## src/rtl/wdp_pkg.sv

```systemverilog
package wdp_pkg;
    localparam int SW   = 11;
    localparam int SMAX = 1000;
    localparam int SMIN = -1000;

    typedef logic signed [SW-1:0] score_t;

    localparam score_t MATCH_PTS = 11'sd1;
    localparam score_t MISS_PTS  = -11'sd10;
    localparam score_t GAP_DEF   = -11'sd10;

    typedef enum logic [1:0] {S_IDLE, S_RUN, S_FLUSH} ctl_state_e;

    function automatic score_t sat_add(score_t a, score_t b);
        logic signed [SW:0] s;
        s = {a[SW-1], a} + {b[SW-1], b};
        if (s > 12'sd1000)
            return score_t'(SMAX);
        else if (s < -12'sd1000)
            return score_t'(SMIN);
        else
            return s[SW-1:0];
    endfunction

    function automatic score_t sat_mul(int k, score_t g);
        int p;
        p = k * int'(g);
        if (p > SMAX)
            return score_t'(SMAX);
        else if (p < SMIN)
            return score_t'(SMIN);
        else
            return score_t'(p);
    endfunction

    function automatic score_t max2(score_t a, score_t b);
        return (a > b) ? a : b;
    endfunction
endpackage

```

## src/rtl/aln_cell.sv

```systemverilog
module aln_cell
    import wdp_pkg::*;
#(
    parameter int POS = 1
) (
    input  logic       clk,
    input  logic       rst_n,
    input  logic       ld_en,
    input  logic [3:0] ld_flags,
    input  logic       in_v,
    input  logic       in_f,
    input  logic       in_l,
    input  logic [1:0] in_q,
    input  score_t     in_h,
    input  score_t     in_best,
    input  logic       run_local,
    input  score_t     run_gap,
    output logic       out_v,
    output logic       out_f,
    output logic       out_l,
    output logic [1:0] out_q,
    output score_t     out_h,
    output score_t     out_best
);
    logic [3:0] flags_r;
    score_t     diag_r;
    score_t     up_w, dg_w, sc_w, c_d, c_u, c_l, h_w;

    always_comb begin
        up_w = in_f ? (run_local ? score_t'(0) : sat_mul(POS, run_gap)) : out_h;
        dg_w = in_f ? (run_local ? score_t'(0) : sat_mul(POS - 1, run_gap)) : diag_r;
        sc_w = flags_r[in_q] ? MATCH_PTS : MISS_PTS;
        c_d  = sat_add(dg_w, sc_w);
        c_u  = sat_add(up_w, run_gap);
        c_l  = sat_add(in_h, run_gap);
        h_w  = max2(max2(c_d, c_u), c_l);
        if (run_local)
            h_w = max2(h_w, score_t'(0));
    end

    always_ff @(posedge clk) begin
        if (!rst_n) begin
            flags_r  <= '0;
            diag_r   <= '0;
            out_v    <= 1'b0;
            out_f    <= 1'b0;
            out_l    <= 1'b0;
            out_q    <= '0;
            out_h    <= '0;
            out_best <= '0;
        end else begin
            if (ld_en)
                flags_r <= ld_flags;
            out_v <= in_v;
            if (in_v) begin
                out_f    <= in_f;
                out_l    <= in_l;
                out_q    <= in_q;
                out_h    <= h_w;
                diag_r   <= in_h;
                out_best <= max2(in_best, h_w);
            end
        end
    end


    cell_range_chk: assert property (@(posedge clk) disable iff (!rst_n)
        out_v |-> (out_h >= -11'sd1000 && out_h <= 11'sd1000));
endmodule

```

## src/rtl/aln_ctrl.sv

```systemverilog
module aln_ctrl
    import wdp_pkg::*;
(
    input  logic       clk,
    input  logic       rst_n,
    input  logic       cfg_we,
    input  score_t     cfg_val,
    input  logic       mode_in,
    input  logic       q_valid,
    input  logic       q_last,
    output logic       head_v,
    output logic       head_f,
    output score_t     head_h,
    output logic       run_local,
    output score_t     run_gap,
    input  logic       tail_v,
    input  logic       tail_f,
    input  logic       tail_l,
    input  score_t     tail_h,
    input  score_t     tail_best,
    output score_t     score,
    output logic       done
);
    ctl_state_e st, st_nx;
    score_t     gap_cfg, gap_q, bprev, tbest, best_w;
    logic       mode_q;

    assign head_v    = q_valid && (st != S_FLUSH);
    assign head_f    = head_v && (st == S_IDLE);
    assign run_local = (st == S_IDLE) ? mode_in : mode_q;
    assign run_gap   = (st == S_IDLE) ? gap_cfg : gap_q;
    assign best_w    = tail_f ? tail_best : max2(tbest, tail_best);

    always_comb begin
        if (run_local)
            head_h = '0;
        else if (head_f)
            head_h = run_gap;
        else
            head_h = sat_add(bprev, run_gap);
    end

    always_comb begin
        st_nx = st;
        unique case (st)
            S_IDLE:  if (head_v) st_nx = q_last ? S_FLUSH : S_RUN;
            S_RUN:   if (head_v && q_last) st_nx = S_FLUSH;
            S_FLUSH: if (tail_v && tail_l) st_nx = S_IDLE;
            default: st_nx = S_IDLE;
        endcase
    end

    always_ff @(posedge clk) begin
        if (!rst_n)
            st <= S_IDLE;
        else
            st <= st_nx;
    end

    always_ff @(posedge clk) begin
        if (!rst_n) begin
            gap_cfg <= GAP_DEF;
            gap_q   <= GAP_DEF;
            mode_q  <= 1'b0;
            bprev   <= '0;
            tbest   <= '0;
        end else begin
            if (cfg_we)
                gap_cfg <= cfg_val;
            if (head_f) begin
                gap_q  <= gap_cfg;
                mode_q <= mode_in;
            end
            if (head_v)
                bprev <= head_h;
            if (tail_v)
                tbest <= best_w;
        end
    end

    always_ff @(posedge clk) begin
        if (!rst_n) begin
            score <= '0;
            done  <= 1'b0;
        end else begin
            done <= tail_v && tail_l;
            if (tail_v && tail_l)
                score <= mode_q ? best_w : tail_h;
        end
    end


    done_single_chk: assert property (@(posedge clk) disable iff (!rst_n)
        done |=> !done);

    score_hold_chk: assert property (@(posedge clk) disable iff (!rst_n)
        !done |-> score == $past(score));

    local_nonneg_chk: assert property (@(posedge clk) disable iff (!rst_n)
        (done && mode_q) |-> score >= 0);

    done_from_flush_chk: assert property (@(posedge clk) disable iff (!rst_n)
        done |-> ($past(st) == S_FLUSH && st == S_IDLE));
endmodule

```

## src/rtl/wildcard_align_array.sv

```systemverilog
module wildcard_align_array
    import wdp_pkg::*;
#(
    parameter int N = 8,
    localparam int AW = $clog2(N > 1 ? N : 2)
) (
    input  logic          clk,
    input  logic          rst_n,
    input  logic          ref_we,
    input  logic [AW-1:0] ref_addr,
    input  logic [3:0]    ref_flags,
    input  logic          cfg_gap_we,
    input  logic [SW-1:0] cfg_gap,
    input  logic          mode_local,
    input  logic          q_valid,
    input  logic [1:0]    q_base,
    input  logic          q_last,
    output logic [SW-1:0] score,
    output logic          done
);
    logic       v_chain [0:N];
    logic       f_chain [0:N];
    logic       l_chain [0:N];
    logic [1:0] q_chain [0:N];
    score_t     h_chain [0:N];
    score_t     b_chain [0:N];
    logic       run_local;
    score_t     run_gap;
    score_t     score_w;
    logic [1:0] q_tail_unused;

    assign l_chain[0]    = q_last;
    assign q_chain[0]    = q_base;
    assign b_chain[0]    = '0;
    assign q_tail_unused = q_chain[N];
    assign score         = score_w;

    aln_ctrl u_ctrl (
        .clk       (clk),
        .rst_n     (rst_n),
        .cfg_we    (cfg_gap_we),
        .cfg_val   (score_t'(cfg_gap)),
        .mode_in   (mode_local),
        .q_valid   (q_valid),
        .q_last    (q_last),
        .head_v    (v_chain[0]),
        .head_f    (f_chain[0]),
        .head_h    (h_chain[0]),
        .run_local (run_local),
        .run_gap   (run_gap),
        .tail_v    (v_chain[N]),
        .tail_f    (f_chain[N]),
        .tail_l    (l_chain[N]),
        .tail_h    (h_chain[N]),
        .tail_best (b_chain[N]),
        .score     (score_w),
        .done      (done)
    );

    for (genvar g = 0; g < N; g++) begin : g_cell
        aln_cell #(.POS(g + 1)) u_cell (
            .clk       (clk),
            .rst_n     (rst_n),
            .ld_en     (ref_we && (ref_addr == AW'(g))),
            .ld_flags  (ref_flags),
            .in_v      (v_chain[g]),
            .in_f      (f_chain[g]),
            .in_l      (l_chain[g]),
            .in_q      (q_chain[g]),
            .in_h      (h_chain[g]),
            .in_best   (b_chain[g]),
            .run_local (run_local),
            .run_gap   (run_gap),
            .out_v     (v_chain[g+1]),
            .out_f     (f_chain[g+1]),
            .out_l     (l_chain[g+1]),
            .out_q     (q_chain[g+1]),
            .out_h     (h_chain[g+1]),
            .out_best  (b_chain[g+1])
        );
    end


    done_after_tail_chk: assert property (@(posedge clk) disable iff (!rst_n)
        done |-> $past(v_chain[N] && l_chain[N]));
endmodule

```

## config.mk

```make
export PLATFORM = sky130hd
export DESIGN_NAME = wildcard_align_array
export DESIGN_NICKNAME = d
export VERILOG_FILES = /design/src/rtl/wdp_pkg.sv /design/src/rtl/aln_cell.sv /design/src/rtl/aln_ctrl.sv /design/src/rtl/wildcard_align_array.sv
export SDC_FILE = /design/constraint.sdc
export NUM_CORES = 2
export LEC_CHECK = 0
export BUFFER_PORTS_ARGS = -buffer_cell sky130_fd_sc_hd__buf_4
export CORE_UTILIZATION = 55
export CTS_BUF_LIST = sky130_fd_sc_hd__clkbuf_16
export DETAILED_ROUTE_END_ITERATION = 16
export GPL_ROUTABILITY_DRIVEN = 0
export PLACE_DENSITY_LB_ADDON = 0.15
export SYNTH_ARGS = -nofsm -noshare
export SYNTH_HDL_FRONTEND = slang
export SYNTH_SLANG_ARGS = --single-unit
export TNS_END_PERCENT = 5
```

## constraint.sdc

```tcl
create_clock -name clk -period 18.75 [get_ports clk]
set_clock_uncertainty 0.05 [all_clocks]
set_input_delay 3.75 -clock clk [delete_from_list [all_inputs] [get_ports clk]]
set_output_delay 3.75 -clock clk [all_outputs]
set_load 0.05 [all_outputs]
```

==> metrics.log <==
INFO  metric outcome = finished clean
INFO  metric path_class = reg2reg
INFO  metric layout_commonest_cell = nor2_1
INFO  metric final-setup-viol-count = 0
INFO  metric nets = roughly 6500
INFO  metric cts.sinks = 382
INFO  metric worst_path_most_repeated_cell = o21a_1
INFO  metric finalHoldViolCount = 0
INFO  metric rrSetupSlack = 1.34 ns
INFO  metric endpoint_kind = register
INFO  metric via_count_of_the_first_global_routing_pass = 41815
INFO  metric portBuffers = 38
INFO  metric clock_tree.buffer_depth = 3
INFO  metric cts_tree = yes
INFO  metric netlist_area = 45920 sq um
INFO  metric maxCapViolations = 0
INFO  metric yosys.cell_types.count = 128
INFO  metric floorplan.die.width = 290.9 um
INFO  metric post_route_cells_drive_above_1_share = 7.200%
INFO  metric n_antenna_cell = 0
INFO  metric dp_hpwl = between 100000 and 150000 um
INFO  metric grt_setup_unrepaired = false
INFO  metric ff2ff_path_depth = 79
INFO  metric initial_antenna_violation_count = 6
INFO  metric post_synthesis_sequential_element_count = 382
INFO  metric syn_avg_cell_area = roughly 7.6 sq um
INFO  metric number_of_vias_per_cell_after_detailed_routing = around 6.5
INFO  metric max_stage_delay = around 0.8 ns
INFO  metric slowest_stage = dfxtp_1
INFO  metric number_of_synthesized_flops_with_an_enable_pin = 0
INFO  metric cellPowerDensity = around 200 nW/um^2
INFO  metric die_area = about 85000 sq um
INFO  metric finalWirelength = 152700 um
INFO  metric starting_utilization_of_the_core_area = 55.74%
INFO  metric area_growth_from_synthesis_to_final_layout = 5.926%
INFO  metric mostFrequentLayoutCells = nor2_1 (569), ha_1 (542), nand2_1 (446), a21oi_1 (402), inv_1 (400)
INFO  metric fin_worst_hold_slack = 0.4008 ns
INFO  metric critical_path.endpoint = g_cell[6].u_cell.out_best[0]
INFO  metric die_y = 290.9 um
INFO  metric clk-insertion-delay-late = around 0.6 ns
INFO  metric synthesis.nets = about 6600
INFO  metric detail_route.first_pass.iterations = 8
INFO  metric critPathLaunchType = register
INFO  metric rr_startpoint = u_ctrl.st[1]
INFO  metric fp-row-count = 105
INFO  metric netlist_instances = around 6000
INFO  metric tritoncts.num_buffers = 46
INFO  metric cts.hold.buffers_added = 0
INFO  metric worst_hold_startpoint = u_ctrl.score[8]
INFO  metric grt_start_max_net_pins = 135
INFO  metric yosysSeqAreaShare = 16.65%
INFO  metric cts.root.buffer_cell = clkbuf_16
INFO  metric worst-endpoint-required = 19.19 ns
INFO  metric cts_repair_resize_count = 0
INFO  metric avgRoutedWirePerCell = 21.72 um
INFO  metric totalNegativeSetupSlack = 0 ns
INFO  metric ys_dominant_reg_cell = dfxtp_1
INFO  metric fin_ws = between 1 and 1.5 ns
INFO  metric drt_iter0_markers = 4583
INFO  metric route.detailed.drc = 0
INFO  metric worst_max_slew_pin_slew = 1.274 ns
INFO  metric antenna_left = 0
INFO  metric core_area = 82370 sq um
INFO  metric vdd_ir_drop_max = 525.8 uV
INFO  metric critical_path.startpoint = u_ctrl.st[1]
INFO  metric boundaryPins = 39
INFO  metric final.period_utilization = between 90% and 100%
INFO  metric timing.fmax = 57.44 MHz
INFO  metric clkTransAtPathRegs = roughly 0.060 ns
INFO  metric p_leak = 20.65 nW
INFO  metric cts_max_level = 2
INFO  metric routed-via-count = 45461
INFO  metric worstPathArrival = between 15 and 20 ns
INFO  metric preCtsSetupSlack = around 1.3 ns
INFO  metric timing.critical_path.fanout_max = 23
INFO  metric grt_pass1_wl = 237200 um
INFO  metric finalPower = around 0.0097 W
INFO  metric hp-class = reg2reg
INFO  metric postCtsSetupBuffers = 0
INFO  metric slew_viol_final = 0
INFO  metric globalRouteOverflowTotal = 0
INFO  metric r2r_end = g_cell[6].u_cell.out_best[0]
INFO  metric max_slew_margin = 15.04%
INFO  metric async_reset_ff_share = 0%
INFO  metric yosys_warnings = 0
INFO  metric period_minus_slack = 17.41 ns
INFO  metric globalRouteTotalUtil = around a third
==> critical path: cells and delay by family, from the launching register on <==
family | cells | cell delay [ns]
XOR/XNOR | 3 | 1.21
adder cells (fa/ha/maj) | 8 | 2.16
AND/OR/NAND/NOR | 26 | 4.83
AO/OA/AOI/OAI | 35 | 6.99
multiplexers | 1 | 0.22
buffers and inverters | 6 | 1.03
flip-flops | 1 | 0.80
==> synthesized netlist by cell type, types with 18 or more instances <==
cell type | n | area share [%]
o21ai_1 | 24 | 0.26
buf_2 | 18 | 0.20
o211ai_1 | 56 | 0.92
inv_1 | 394 | 3.2
nor2b_1 | 125 | 1.7
nand2_1 | 448 | 3.7
ha_1 | 542 | 15
o31a_1 | 18 | 0.34
o21ai_0 | 365 | 4.0
xnor2_1 | 184 | 3.5
o21a_1 | 169 | 2.8
a31oi_1 | 77 | 1.0
a21oi_1 | 403 | 4.4
maj3_1 | 91 | 2.0
o22ai_1 | 33 | 0.45
dfxtp_1 | 382 | 17
o31ai_1 | 44 | 0.72
o2111ai_1 | 20 | 0.38
o21bai_1 | 37 | 0.60
nand3_1 | 123 | 1.3
clkbuf_1 | 186 | 1.5
and2_1 | 62 | 0.84
and3_1 | 42 | 0.57
a21boi_0 | 29 | 0.47
nand2b_1 | 109 | 1.5
a31o_2 | 22 | 0.42
nor2_1 | 571 | 4.7
nor3_1 | 129 | 1.4
a211o_1 | 29 | 0.55
buf_1 | 44 | 0.36
or2_2 | 33 | 0.45
xor2_1 | 66 | 1.3
or3_1 | 30 | 0.41
nand3b_1 | 26 | 0.43
mux2_2 | 84 | 2.1
nand4_1 | 91 | 1.2
a211oi_1 | 67 | 1.1
a21o_1 | 116 | 1.9
nor4_1 | 29 | 0.40
fa_1 | 27 | 1.2
a22o_1 | 28 | 0.53
mux2i_1 | 233 | 5.1
or4_1 | 19 | 0.31
==> registers in the layout, summed over array words and instances, names as in the netlist, 14 cells and up <==
signal and cells:
g_cell.u_cell.flags_r 32, g_cell.u_cell.out_h 88, g_cell.u_cell.diag_r 88, g_cell.u_cell.out_q 14, g_cell.u_cell.out_best 88
==> layer usage <==
layer,track usage (%),part of all wire [%],up-vias
met2,54.62,43,1778
met5,0,0.027,-
met3,5.360,8.2,408
li1,-,-,21884
met4,16.30,5.3,6
met1,46.81,43,21385
==> cell type report <==
cell class              instances  area, sq um
multi-input cells            4969        35750
fillers                      7659        33730
flip-flops and latches        382         7656
inverters                     409         1545
well taps                    1070         1339
clock buffers                  47         1176
repair buffers                114        868.3
clock inverters                37        307.8
==> how the worst min path moves through the flow <==
stage	to	slack [ns]	cells after the start
3_3_place_gp	g_cell[0].u_cell.out_best[0]	0.39	2
3_5_place_dp	u_ctrl.score[8]	0.39	2
5_1_grt	u_ctrl.score[8]	0.43	2
4_1_cts	u_ctrl.score[8]	0.40	2
6_report	u_ctrl.score[8]	0.40	2
2_1_floorplan	g_cell[0].u_cell.out_best[0]	0.38	2
==> power by group <==
group	internal [W]	total [W]	switching (W)
Clock	0.000512	0.000901	0.000389
Sequential	0.000877	0.000977	0.000100
Combinational	0.00307	0.00784	0.00477
Total	0.00446	0.00972	0.00525
==> per-stage QoR <==
| stage | cells | cell area, sq um | util, % |
|---|---|---|---|
| after floorplan | 6015 | 45920 | - |
| after global placement | 6944 | 47160 | 57.25 |
| after detailed placement | 6944 | 47160 | 57.25 |
| after CTS | 7028 | 48640 | 59.05 |
| after global routing | 7028 | 48640 | 59.05 |
| final | 7028 | 48640 | 59.05 |
==> kinds of logic (layout without fill, tap and decap cells) <==
family                   count (synthesis)  count (layout)  synth area share, %
buffers and inverters                  664             607                5.581
flip-flops                             382             382                16.65
XOR/XNOR                               253             253                4.888
multiplexers                           328             328                7.662
adder cells (fa/ha/maj)                660             660                17.93
AND/OR/NAND/NOR                       1918            1918                20.52
AO/OA/AOI/OAI                         1810            1810                26.77
No activity file was read; power rests on OpenSTA's default activity.
